===== src/rtl/irq_arb_pkg.sv =====
// Package: shared constants of the interrupt vector selector.
// Assumes a 16-slot table of 16-bit words at the top of a 16-bit byte space.
package irq_arb_pkg;
    localparam int VEC_W     = 16;
    localparam int NUM_SLOTS = 16;
    localparam int SLOT_W    = $clog2(NUM_SLOTS);
    localparam logic [VEC_W-1:0] VEC_BASE = 16'hFFE0;

    // Slot numbers (a higher number means a higher priority).
    localparam int SLOT_RST  = 15;
    localparam int SLOT_NMI  = 14;
    localparam int SLOT_CMP  = 11;
    localparam int SLOT_WDT  = 10;
    localparam int SLOT_TMR0 = 9;
    localparam int SLOT_TMRX = 8;
    localparam int SLOT_P2   = 3;
    localparam int SLOT_P1   = 2;

    // Bit map of the slots that have a source attached.
    localparam logic [NUM_SLOTS-1:0] USED_SLOTS =
        (NUM_SLOTS'(1) << SLOT_RST)  | (NUM_SLOTS'(1) << SLOT_NMI)  |
        (NUM_SLOTS'(1) << SLOT_CMP)  | (NUM_SLOTS'(1) << SLOT_WDT)  |
        (NUM_SLOTS'(1) << SLOT_TMR0) | (NUM_SLOTS'(1) << SLOT_TMRX) |
        (NUM_SLOTS'(1) << SLOT_P2)   | (NUM_SLOTS'(1) << SLOT_P1);

    // Byte address of a slot's vector word.
    function automatic logic [VEC_W-1:0] slot_addr(input logic [SLOT_W-1:0] s);
        return VEC_BASE + VEC_W'({s, 1'b0});
    endfunction
endpackage


===== src/rtl/irq_qualify.sv =====
// Module: applies the gating class of every source and folds flags into slots.
// Assumes gie_eff already includes the post-acknowledge block; unused slots are tied low.
module irq_qualify
    import irq_arb_pkg::*;
#(
    parameter int          NMI_N       = 3,
    parameter int          TMR_N       = 3,
    parameter int          PORT_W      = 8,
    parameter logic [7:0]  P2_PIN_MASK = 8'h3F
) (
    input  logic                 rst_cause,
    input  logic [NMI_N-1:0]     nmi_flags,
    input  logic [NMI_N-1:0]     nmi_en,
    input  logic                 cmp_flag,
    input  logic                 cmp_en,
    input  logic                 wdt_flag,
    input  logic                 wdt_en,
    input  logic                 tmr0_flag,
    input  logic                 tmr0_en,
    input  logic [TMR_N-1:0]     tmr_flags,
    input  logic [TMR_N-1:0]     tmr_en,
    input  logic [PORT_W-1:0]    p2_flags,
    input  logic [PORT_W-1:0]    p2_en,
    input  logic [PORT_W-1:0]    p1_flags,
    input  logic [PORT_W-1:0]    p1_en,
    input  logic                 gie_eff,
    output logic [NUM_SLOTS-1:0] qual
);
    logic [PORT_W-1:0] p2_hits;

    // Port 2 bits outside the pin mask can never qualify.
    for (genvar i = 0; i < PORT_W; i++) begin : g_p2
        if (P2_PIN_MASK[i]) begin : g_pin
            assign p2_hits[i] = p2_flags[i] & p2_en[i];
        end else begin : g_nopin
            assign p2_hits[i] = 1'b0;
        end
    end

    // Build the per-slot qualified vector according to each slot's gating class.
    always_comb begin
        qual            = '0;
        qual[SLOT_RST]  = rst_cause;
        qual[SLOT_NMI]  = |(nmi_flags & nmi_en);
        qual[SLOT_CMP]  = gie_eff & cmp_flag & cmp_en;
        qual[SLOT_WDT]  = gie_eff & wdt_flag & wdt_en;
        qual[SLOT_TMR0] = gie_eff & tmr0_flag & tmr0_en;
        qual[SLOT_TMRX] = gie_eff & (|(tmr_flags & tmr_en));
        qual[SLOT_P2]   = gie_eff & (|p2_hits);
        qual[SLOT_P1]   = gie_eff & (|(p1_flags & p1_en));
    end
endmodule


===== src/rtl/irq_prio_pick.sv =====
// Module: fixed-priority picker, the highest set bit wins.
// Assumes N is a power of two no larger than the slot index range.
module irq_prio_pick #(
    parameter int N   = 16,
    parameter int IDX = $clog2(N)
) (
    input  logic [N-1:0]   req,
    output logic           any,
    output logic [IDX-1:0] idx
);
    // Scan upward so that the last (highest) set bit remains.
    always_comb begin
        any = 1'b0;
        idx = '0;
        for (int i = 0; i < N; i++) begin
            if (req[i]) begin
                any = 1'b1;
                idx = IDX'(i);
            end
        end
    end
endmodule


===== src/rtl/irq_vector_arbiter.sv =====
// Module: top of the interrupt vector selector.
// It holds the presented slot while that slot stays qualified, lets the reset cause
// override everything, pulses a grant after an acknowledge and blocks maskable
// sources after that acknowledge until gie goes low.
// Assumes ack is a single-cycle strobe, synchronous to clk.
module irq_vector_arbiter
    import irq_arb_pkg::*;
#(
    parameter int         NMI_N       = 3,
    parameter int         TMR_N       = 3,
    parameter int         PORT_W      = 8,
    parameter logic [7:0] P2_PIN_MASK = 8'h3F
) (
    input  logic                 clk,
    input  logic                 rst_n,
    input  logic                 rst_cause,
    input  logic [NMI_N-1:0]     nmi_flags,
    input  logic [NMI_N-1:0]     nmi_en,
    input  logic                 cmp_flag,
    input  logic                 cmp_en,
    input  logic                 wdt_flag,
    input  logic                 wdt_en,
    input  logic                 tmr0_flag,
    input  logic                 tmr0_en,
    input  logic [TMR_N-1:0]     tmr_flags,
    input  logic [TMR_N-1:0]     tmr_en,
    input  logic [PORT_W-1:0]    p2_flags,
    input  logic [PORT_W-1:0]    p2_en,
    input  logic [PORT_W-1:0]    p1_flags,
    input  logic [PORT_W-1:0]    p1_en,
    input  logic                 gie,
    input  logic                 ack,
    output logic                 irq,
    output logic [VEC_W-1:0]     vec_addr,
    output logic [NUM_SLOTS-1:0] grant
);
    logic [NUM_SLOTS-1:0] qual;
    logic                 any_q;
    logic [SLOT_W-1:0]    best_slot;
    logic [SLOT_W-1:0]    shown_slot;
    logic [SLOT_W-1:0]    held_slot;
    logic                 held_valid;
    logic                 gie_blk;
    logic                 gie_eff;
    logic                 take;

    assign gie_eff = gie & ~gie_blk;

    irq_qualify #(
        .NMI_N(NMI_N), .TMR_N(TMR_N), .PORT_W(PORT_W), .P2_PIN_MASK(P2_PIN_MASK)
    ) u_qual (
        .rst_cause(rst_cause), .nmi_flags(nmi_flags), .nmi_en(nmi_en),
        .cmp_flag(cmp_flag), .cmp_en(cmp_en), .wdt_flag(wdt_flag), .wdt_en(wdt_en),
        .tmr0_flag(tmr0_flag), .tmr0_en(tmr0_en), .tmr_flags(tmr_flags), .tmr_en(tmr_en),
        .p2_flags(p2_flags), .p2_en(p2_en), .p1_flags(p1_flags), .p1_en(p1_en),
        .gie_eff(gie_eff), .qual(qual)
    );

    irq_prio_pick #(.N(NUM_SLOTS)) u_pick (
        .req(qual), .any(any_q), .idx(best_slot)
    );

    // Choose the slot to present: the reset cause first, then a still-valid held slot, then priority.
    always_comb begin
        if (rst_cause)
            shown_slot = SLOT_W'(SLOT_RST);
        else if (held_valid && qual[held_slot])
            shown_slot = held_slot;
        else
            shown_slot = best_slot;
    end

    assign irq      = any_q;
    assign vec_addr = any_q ? slot_addr(shown_slot) : '0;
    assign take     = ack & any_q;

    // Remember the presented slot across cycles; an accepted acknowledge releases it.
    always_ff @(posedge clk) begin
        if (!rst_n) begin
            held_valid <= 1'b0;
            held_slot  <= '0;
        end else if (!any_q || take) begin
            held_valid <= 1'b0;
        end else begin
            held_valid <= 1'b1;
            held_slot  <= shown_slot;
        end
    end

    // Register a one-cycle grant to the slot presented when the acknowledge arrived.
    always_ff @(posedge clk) begin
        if (!rst_n)
            grant <= '0;
        else
            grant <= take ? (NUM_SLOTS'(1) << shown_slot) : '0;
    end

    // Block maskable sources after an accepted acknowledge until gie is seen low.
    always_ff @(posedge clk) begin
        if (!rst_n)
            gie_blk <= 1'b0;
        else if (take)
            gie_blk <= 1'b1;
        else if (!gie)
            gie_blk <= 1'b0;
    end
endmodule


===== config.mk =====
export PLATFORM = sky130hd
export DESIGN_NAME = irq_vector_arbiter
export DESIGN_NICKNAME = d
export VERILOG_FILES = /design/src/rtl/irq_arb_pkg.sv /design/src/rtl/irq_qualify.sv /design/src/rtl/irq_prio_pick.sv /design/src/rtl/irq_vector_arbiter.sv
export SDC_FILE = /design/constraint.sdc
export NUM_CORES = 1
export LEC_CHECK = 0
export BUFFER_PORTS_ARGS = -buffer_cell sky130_fd_sc_hd__buf_2
export CORE_MARGIN = 3
export CORE_UTILIZATION = 39
export DETAILED_ROUTE_END_ITERATION = 10
export GPL_TIMING_DRIVEN = 0
export PLACE_DENSITY = 0.79
export SLEW_MARGIN = 20
export SYNTH_ARGS = -nofsm -noshare
export SYNTH_HDL_FRONTEND = slang
export SYNTH_SLANG_ARGS = --single-unit

===== constraint.sdc =====
create_clock -name clk -period 2.85 [get_ports clk]
set_clock_uncertainty 0.15 [all_clocks]
set_input_delay 0.57 -clock clk [delete_from_list [all_inputs] [get_ports clk]]
set_output_delay 0.57 -clock clk [all_outputs]
set_load 0.005 [all_outputs]

Word level (Yosys, flattened, before mapping)
Index checks and enable logic that the tools add are counted.
Widths: inputs -> output; s select.
- add/subtract/negate cells: 1
- $lt $le $gt $ge: 1
- equality and inequality tests: 1
- shifts and indexed selects: 1
- mux-type cells: 23
- bitwise gates (word level): 21
- reduce and logical (&&, ||, !) cells: 8
- operators by type and width (cell ; count):
    $mux 4 ; 7
    $and 1x1->1 ; 17
    $mux 16 ; 1
    $shl 1x4->16 const A ; 1
    $mux 1 ; 12
    $and 8x8->8 ; 1
    $reduce_or 8->1 ; 1
    $add 6x6->7 const A ; 1
    $and 3x3->3 ; 2
    $reduce_or 3->1 ; 2
    $reduce_or 6->1 ; 1
    $lt 4x5->1 const B ; 1
    $bmux 1 s4 ; 1
    $mux 2 ; 2
    $ne 2x1->1 const B ; 1
    $reduce_and 2->1 ; 1
    $logic_and 1x1->1 ; 1
    $logic_not 1->1 ; 1
    $logic_or 1x1->1 ; 1
    $not 1->1 ; 1
- bits in registers: 22
- input bits: 55
- output and inout port bits: 33
- word-level logic and storage cells: 60

Depth between registers and ports, before layout
- word-level depth: 14
- mapped depth: 8
- depth with buffers taken out: 8

Cells and area by module
A second synthesis with hierarchy kept.
- cells, all modules: 179
- area, all modules: 1549.0 um^2
- modules (own cells, without submodules) (module ; instances ; cells an instance ; area an instance (um^2) ; seq. area each (um^2)):
    irq_vector_arbiter ; 1 ; 123 ; 1198.6 ; 440.4
    irq_qualify ; 1 ; 27 ; 188.9 ; 0.0
    irq_prio_pick ; 1 ; 29 ; 161.4 ; 0.0

Worst setup path before layout
Ideal clock, no wire load.
- path type: in2out
- from: in p1_flags[2]
- to: out vec_addr[2]
- data arrival time: 2.015 ns
- data required time: 2.130 ns
- path slack: 0.115 ns
- stages on the path: 6
- path buffers: 0
- cells stage by stage: a22o_1 > a221oi_1 > a211oi_1 > o311ai_2 > mux2i_1 > nand2_1
- longest elaborated chain between the ends: 14
- elaborated cells between the ends (all ways): 25
- those cells by class: add/sub: 1; mux: 20; bitwise: 2; reduce/logical: 2
- RTL lines (item ; line ; RTL):
    from (decl) ; irq_vector_arbiter.sv:29 ; input logic [PORT_W-1:0] p1_flags,
    $and 8x8->8 (*) ; irq_qualify.sv:50 ; qual[SLOT_P1] = gie_eff & (|(p1_flags & p1_en));
    $reduce_or 8->1 (*) ; irq_qualify.sv:50 ;
    $and 1x1->1 (*) ; irq_qualify.sv:50 ;
    $mux 2 (2 in a row) ; irq_prio_pick.sv:16 ; if (req[i]) begin
    $mux 4 (5 in a row) ; irq_prio_pick.sv:16 ;
    $mux 4 ; irq_vector_arbiter.sv:67 ; else if (held_valid && qual[held_slot])
    $mux 4 ; irq_vector_arbiter.sv:65 ; if (rst_cause)
    $add 6x6->7 ; irq_arb_pkg.sv:28 ; return VEC_BASE + VEC_W'({s, 1'b0});
    $mux 16 (*) ; irq_vector_arbiter.sv:74 ; assign vec_addr = any_q ? slot_addr(shown_slot) : '0;
    to (decl) ; irq_vector_arbiter.sv:34 ; output logic [VEC_W-1:0] vec_addr,
Every way passes the cells marked *; elsewhere a longest branch is shown, timed or not. The select of a mux whose other input is x is not followed.

Worst setup path after layout
- from: reg held_slot[1]
- to: out vec_addr[1]
- longest elaborated chain between the ends: 7
- RTL lines (item ; line ; RTL):
    from (decl) ; irq_vector_arbiter.sv:41 ; logic [SLOT_W-1:0] held_slot;
    from (signal assigned) ; irq_vector_arbiter.sv:86 ; held_slot <= shown_slot;
    $bmux 1 s4 ; irq_vector_arbiter.sv:67 ;
    $mux 1 (not written as such) ; irq_vector_arbiter.sv:67 ;
    $logic_and 1x1->1 ; irq_vector_arbiter.sv:67 ;
    $mux 4 ; irq_vector_arbiter.sv:67 ;
    $mux 4 ; irq_vector_arbiter.sv:65 ;
    $add 6x6->7 ; irq_arb_pkg.sv:28 ;
    $mux 16 ; irq_vector_arbiter.sv:74 ;
Every way passes these cells. The select of a mux whose other input is x is not followed.

==> summary.md <==
| Metric | Value |
|---|---|
| Hold Crit Class | input pin to register |
| Status | finished with violations |
| Count leader, synth | dfxtp_1 |
| Mapped cell area | roughly 1100 sq um |
| Sequential share of the synthesized area | 0.392 |
| H-tree depth | 1 |
| Cts hold-fix bufs | 0 |
| Clk Latency, worst-skew pair | 0.31 ns |
| Final setup margin | -0.00831 ns |
| Die width | 59.6 microns |
| Die height | a little under 60 microns |
| Root Driver | clkbuf_4 |
| CTS clk-pin slew, worst paths | roughly 0.12 ns |
| Nets | 286 |
| Max-cap check violation count | 0 |
| Layout fillers | a little over 200 |
| Final Hold Vio Count | 0 |
| CTS tree | done |
| Register bit total from synthesis | 22 |
| Num CTS Buffers | 3 |
| Worst Setup End Kind | output port |
| CTS Buffer Depth | 2 |
| Placement Cell Area | roughly 1600 sq um |
| Area of the die | approximately 3600 sq um |
| Crit-path max FO | 6 |
| Leak Pwr | roughly 0.9 nW |
| Row cnt | 18 |
| Area share of the largest cell type after synthesis | 0.392 |
| ANT cells | 0 |
| Pre-antenna DRT Iters | 4 |
| Most instantiated cells after synthesis | dfxtp_1, a21oi_1, buf_4, nand2_1 |
| YS warnings | 0 |
| HPWL after DPL | between 2000 and 2500 microns |
| Max-slew violations | 0 |
| Most used cell along the critical path | buf_4 |
| Largest net degree at the start of global routing | 16 |
| P&R area growth vs syn | 66.7% |
| Share of layout cells above drive strength 1 | 0.604 |
| CP Data Required Time | 2.13 ns |
| Gr usage total | 0.185 |
| Number of global-route vias before repair | ~1200 |
| Core Area | between 2000 and 3000 sq um |
| Power density over the cells | 416 nW/um^2 |
| Final setup fails | 3 |
| Synth Flop Type | dfxtp_1 |
| CP peak stage delay | between 0.4 and 0.5 ns |
| Distinct cells, synth | 40 |
| Crit path max-delay family | compound AO/OA/AOI/OAI gates |
| First-pass GRT wire length | between 5000 and 6000 microns |
| Yosys top cell by area | dfxtp_1 |
| Power Total | approximately 800 uW |
| Post-route cell area | about 1900 sq um |
| PortBufs | about 80 |
| Post-synth EDFFs | 0 |
| Tmin final | roughly 2.9 ns |
| CP Cell Sequence | buf_4, nand4bb_4, a211oi_2, o311ai_4, buf_4, a211o_4, buf_2 |
| Startpoint types | register |
| Sink Count | 22 |
| Cells after Synth | 124 |
| Initial antenna violation count | 0 |
| Total gr overflow | 0 |
| Wire length per cell | 13.1 microns |
| RSZ-0062 raised after global routing | true |
| Gpl congestion | approximately 0.85 |
| Vias | about 1300 |
| Worst VDD drop | roughly 0.00058 V |
| WP data arrival | 2.14 ns |
| Fmax | between 300 and 400 MHz |
| Synth top area cells | dfxtp_1, buf_4, a21oi_1 |
| Total Neg Setup Slack | -0.0102 ns |
| Crit Path Class | register to output port |
| Critical path buffer and inverter count | 3 |
| Core Util, Final | 0.716 |
| I/O Pins | approximately 90 |
| Post-Route WL | 3420 microns |
| Final worst-path cycle share | 1.00 |
| Asr flop ratio synth | 0 |
| Initial Util | 0.430 |
| Pre-CTS setup slack | -0.351 ns |
| Drt first-iter violations | between 50 and 60 |
| Final ANT Viol Nets | 0 |
| Drt via density | roughly 5 |
| Slowest cell on the critical path | dfxtp_4 |
| DRC | 0 |
| Failing checks | setup timing |
| Syn_area_per_cell | 9.05 sq um |
==> logic make-up (layout without fill, tap and decap cells) <==
kind of cell / after synthesis / in the layout / synth area share
compound gates: 41 / 41 / 0.261
buf+inv: 16 / 114 / 0.0948
flops: 22 / 22 / 0.392
mux: 3 / 3 / 0.0268
other cells: 1 / 9 / 0.00334
simple gates: 41 / 41 / 0.222
==> sequential cells by signal, indices dropped and copies added (netlist names) <==
name        flops
held_slot       4
grant          16
gie_blk         1
held_valid      1
==> through the flow <==
step,hold WS (ns),instances
after CTS,0.389,255
after floorplan,0.380,132
after detailed placement,0.418,243
final,0.395,260
after global placement,0.412,243
after global routing,0.380,260
==> per-layer routing <==
layer  vias up  track usage  wire length [microns]
li1        659            -                      -
met1       606        0.228                   1370
met2        66        0.319                   1720
met3         4       0.0458                    296
met4         0       0.0475                     31
met5         -            0                      0
==> what timing repair did <==
action | in CTS | in global routing
endpoints found under the setup margin | 16 | 16
setup buffers | 9 | 5
cloned | 0 | 0
gates resized for setup | 17 | 11
pin swaps | 10 | 6
==> tightest hold or removal path, cell delays in order <==
cell and delay, ns:
buf_2 0.13, nand2_1 0.08, nor2_1 0.04
==> final timing paths <==
path / slack (ns) / from / cells past startpoint / to
hold reg to reg: 0.44 / gie_blk$_SDFFE_PN0P_ / 2 / gie_blk$_SDFFE_PN0P_
setup reg to reg: 0.51 / held_slot[1]$_SDFFE_PN0P_ / 8 / grant[8]$_SDFF_PN0_
hold / removal: 0.40 / ack / 3 / grant[15]$_SDFF_PN0_
setup / recovery: -0.008 / held_slot[1]$_SDFFE_PN0P_ / 7 / vec_addr[1]
==> placed cells by master (no fill, tap or decap), drive strengths merged, types with 4 or more instances in the layout <==
cell	instances
a21oi	12
a22oi	6
buf	107
conb	9
dfxtp	22
nand2	12
nand3	4
nor2	4
nor2b	4
o21ai	7
==> layout make-up <==
type                    count  area [sq um]  share of cell area
multi-input cells          94           708               0.379
repair buffers             94           515               0.276
flip-flops and latches     22           450               0.241
plain buffers              13          95.1              0.0508
well taps                  30          37.5              0.0201
clock inverters             1          30.0              0.0161
clock buffers               3          22.5              0.0120
inverters                   3          11.3             0.00602
==> report_power, final <==
group	switching [mW]	internal (mW)	total [mW]
Sequential	0.0177	0.324	0.341
Combinational	0.0888	0.111	0.200
Clock	0.0952	0.142	0.237
No activity file was read; power rests on OpenSTA's default activity.
